**config.mk**
```make
export PLATFORM = sky130hd
export DESIGN_NAME = bitslice_alu
export DESIGN_NICKNAME = d
export VERILOG_FILES = /design/src/rtl/alu_pkg.sv /design/src/rtl/alu_bit_slice.sv /design/src/rtl/alu_less_gen.sv /design/src/rtl/bitslice_alu.sv
export SDC_FILE = /design/constraint.sdc
export NUM_CORES = 1
export LEC_CHECK = 0
export ABC_AREA = 1
export CAP_MARGIN = 20
export CORE_ASPECT_RATIO = 1.5
export CORE_MARGIN = 2
export CORE_UTILIZATION = 53
export DETAILED_ROUTE_END_ITERATION = 8
export GPL_ROUTABILITY_DRIVEN = 0
export PLACE_DENSITY = 0.85
export REMOVE_ABC_BUFFERS = 1
export SLEW_MARGIN = 20
export SYNTH_ARGS = -nofsm -noshare
export SYNTH_HDL_FRONTEND = slang
export SYNTH_HIERARCHICAL = 1
export SYNTH_SLANG_ARGS = --single-unit
```
**constraint.sdc**
```tcl
create_clock -name vclk -period 32.7
set_input_delay 4.905 -clock vclk [all_inputs]
set_output_delay 4.905 -clock vclk [all_outputs]
set_load 0.01 [all_outputs]
```
**src/rtl/alu_pkg.sv**
```systemverilog
package alu_pkg;
    localparam int OP_W = 4;

    typedef enum logic [1:0] {
        SEL_AND  = 2'b00,
        SEL_OR   = 2'b01,
        SEL_SUM  = 2'b10,
        SEL_LESS = 2'b11
    } slice_sel_e;

    localparam logic [OP_W-1:0] OPC_AND = 4'b0000;
    localparam logic [OP_W-1:0] OPC_OR  = 4'b0001;
    localparam logic [OP_W-1:0] OPC_ADD = 4'b0010;
    localparam logic [OP_W-1:0] OPC_SUB = 4'b0110;
    localparam logic [OP_W-1:0] OPC_SLT = 4'b0111;
    localparam logic [OP_W-1:0] OPC_NOR = 4'b1100;
endpackage

```
**src/rtl/alu_bit_slice.sv**
```systemverilog
module alu_bit_slice
    import alu_pkg::*;
(
    input  logic       a_bit,
    input  logic       b_bit,
    input  logic       inv_a,
    input  logic       neg_b,
    input  logic       c_in,
    input  logic       less_in,
    input  slice_sel_e sel,
    output logic       res_bit,
    output logic       sum_bit,
    output logic       c_out
);
    logic a_eff;
    logic b_eff;

    always_comb begin
        a_eff   = a_bit ^ inv_a;
        b_eff   = b_bit ^ neg_b;
        sum_bit = a_eff ^ b_eff ^ c_in;
        c_out   = (a_eff & b_eff) | (a_eff & c_in) | (b_eff & c_in);
        unique case (sel)
            SEL_AND:  res_bit = a_eff & b_eff;
            SEL_OR:   res_bit = a_eff | b_eff;
            SEL_SUM:  res_bit = sum_bit;
            SEL_LESS: res_bit = less_in;
            default:  res_bit = 1'b0;
        endcase
    end
endmodule

```
**src/rtl/alu_less_gen.sv**
```systemverilog
module alu_less_gen (
    input  logic top_sum,
    input  logic ovf_raw,
    input  logic top_carry,
    input  logic use_unsigned,
    output logic less_bit
);
    // Signed: sign of a-b corrected by overflow. Unsigned: borrow out.
    always_comb begin
        if (use_unsigned) less_bit = ~top_carry;
        else              less_bit = top_sum ^ ovf_raw;
    end
endmodule

```
**src/rtl/bitslice_alu.sv**
```systemverilog
module bitslice_alu
    import alu_pkg::*;
#(
    parameter int WIDTH = 32
) (
    input  logic [WIDTH-1:0] opnd_a,
    input  logic [WIDTH-1:0] opnd_b,
    input  logic [OP_W-1:0]  alu_op,
    input  logic             unsigned_op,
    output logic [WIDTH-1:0] result,
    output logic             zero,
    output logic             carry_out,
    output logic             overflow
);
    localparam int MSB = WIDTH - 1;

    logic             inv_a;
    logic             neg_b;
    slice_sel_e       sel;
    logic [WIDTH:0]   carry;
    logic [WIDTH-1:0] sums;
    logic [WIDTH-1:0] less_vec;
    logic             less0;
    logic             ovf_raw;

    always_comb begin
        inv_a    = alu_op[3];
        neg_b    = alu_op[2];
        sel      = slice_sel_e'(alu_op[1:0]);
        carry[0] = neg_b;
    end

    generate
        for (genvar i = 0; i < WIDTH; i++) begin : g_slice
            if (i == 0) begin : g_lsb
                assign less_vec[i] = less0;
            end else begin : g_upper
                assign less_vec[i] = 1'b0;
            end
            alu_bit_slice u_slice (
                .a_bit   (opnd_a[i]),
                .b_bit   (opnd_b[i]),
                .inv_a   (inv_a),
                .neg_b   (neg_b),
                .c_in    (carry[i]),
                .less_in (less_vec[i]),
                .sel     (sel),
                .res_bit (result[i]),
                .sum_bit (sums[i]),
                .c_out   (carry[i+1])
            );
        end
    endgenerate

    assign ovf_raw = carry[MSB] ^ carry[WIDTH];

    alu_less_gen u_less (
        .top_sum      (sums[MSB]),
        .ovf_raw      (ovf_raw),
        .top_carry    (carry[WIDTH]),
        .use_unsigned (unsigned_op),
        .less_bit     (less0)
    );

    always_comb begin
        zero      = ~(|result);
        carry_out = carry[WIDTH];
        overflow  = ovf_raw & ~unsigned_op;
    end
endmodule

```
==> results.json <==
{
  "drt-total-wl_mm": 9.01,
  "drt_first_pass_iters": 4,
  "pin_count": 104,
  "track_usage_pct": 21.9,
  "power_frac_comb_pct": 100.0,
  "relSlewSlack_pct": 38.7,
  "cp_top_family": "adder cells",
  "p_sw_uw": 56.6,
  "grt_setup_unrepaired": "false",
  "p_int_uw": 46.8,
  "min_path_type": "primary input to output pin",
  "syn-cell-area_um2": 4070,
  "final_area_um2": 5360,
  "power_leakage_nw": 3.22,
  "path_max_fanout": 33,
  "drive_gt1_share_pct": 0.971,
  "slowest_delay_ns": 0.54,
  "period_share_pct": 89.1,
  "die-area_um2": 8410,
  "pwr-share-clk_pct": 0,
  "worstSetupPathType": "primary input to output pin",
  "critPathCaptureType": "output pin",
  "multi_input_area_um2": 3200,
  "ir_drop_uv": 12.7,
  "nClkBuffers": 0,
  "post_cts_buffers": 0,
  "ctsHoldBuffers": 0,
  "first_iter_violations": 191,
  "fin_tns_setup_ns": 0,
  "path_depth": 115,
  "overflow": 0,
  "whs_path_depth": 3,
  "dpl_cell_area_um2": 5350,
  "fmax_ghz": 0.0343,
  "placementRows": 39,
  "fin_nets": 991,
  "worstPathArrival_ns": 24.23,
  "antenna_left": 0,
  "dp_hpwl_mm": 7.32,
  "fp.dieH_um": 111,
  "finalSetupViolations": 0,
  "pwr-share-seq_pct": 0,
  "path_common_cell": "inv_1",
  "crit_required_ns": 27.79,
  "startpoint_type": "primary input",
  "synth_warnings": 6,
  "seq_cells": 0,
  "cts_resized": 0,
  "p_per_area_nw_per_um2": 19.3,
  "cpMaxStageDelayCell": "clkdlybuf4s50_1",
  "seqCellArea_um2": 0,
  "grt_antenna_before_repair": 0,
  "vias": 4016,
  "route.detailed.drc": 0,
  "syn_area_per_cell_um2": 5.92,
  "grt_pass1_wl_mm": 15.3,
  "core_area_um2": 7510,
  "drv_cap": 0,
  "period_needed_ns": 29.14,
  "worst-path-buf-inv": 68,
  "grt_pass1_vias": 4002,
  "wl_per_cell_um": 9.73,
  "dieWidth_um": 75.6,
  "hold_violations": 0,
  "synthCells": 687,
  "drt-vias-per-instance": 4.34,
  "final_util_pct": 71.3,
  "switching_share_pct": 54.7,
  "grt_max_degree": 97,
  "fillers": 665,
  "maxSlewViolCount": 0,
  "diodes": 0,
  "port_buffers": 104,
  "area_growth_pct": 31.6,
  "initial_core_util_pct": 54.2,
  "tightest_slew_ns": 0.920,
  "status": "complete, no violations",
  "total_power_uw": 103
}
-- path summary, 6_finish.rpt --
path | start | slack [ns] | end
hold / removal | unsigned_op | 10.81 | overflow
setup / recovery | alu_op[2] | 3.56 | zero
-- power groups by stage --
stage          registers (mW)  logic [mW]  clock network (mW)
2_1_floorplan               0      0.0635                   0
3_3_place_gp                0      0.0981                   0
3_5_place_dp                0       0.104                   0
4_1_cts                     0       0.105                   0
5_1_grt                     0       0.119                   0
6_report                    0       0.103                   0
-- per-stage QoR --
stage | cells | setup slack [ns] | hold WS [ns]
finish | 926 | 3.56 | 10.81
global route | 926 | 2.33 | 10.83
CTS | 926 | 3.37 | 10.81
detailed placement | 926 | 3.42 | 10.81
global placement | 926 | 3.71 | 10.81
floorplan | 717 | 5.63 | 9.84
-- final cells by class --
cell class,instances,area share (%)
Tap cell,102,2.38
Timing Repair Buffer,107,19.5
Multi-Input combinational cell,456,59.8
Inverter,261,18.3
-- layout by cell type, fill, tap and decap left out, drive strengths merged, types with 21 or more instances in the layout --
| cell | n |
|---|---|
| inv | 261 |
| nand2 | 177 |
| clkdlybuf4s50 | 100 |
| nand3 | 64 |
| ha | 64 |
| xor2 | 32 |
| xnor2 | 32 |
| fa | 32 |
| conb | 31 |
| nor2 | 21 |
-- per-layer routing --
metal / part of all wire [%] / routed length, µm / vias up / track usage [%]
met3: 2.4 / 219 / 26 / 0.633
li1: - / - / 2113 / -
met1: 37 / 3330 / 1790 / 21.2
met2: 58 / 5210 / 87 / 45.7
met4: 2.8 / 250 / 0 / 6.32
met5: 0 / 0 / - / 0
No activity file was read; power rests on OpenSTA's default activity.
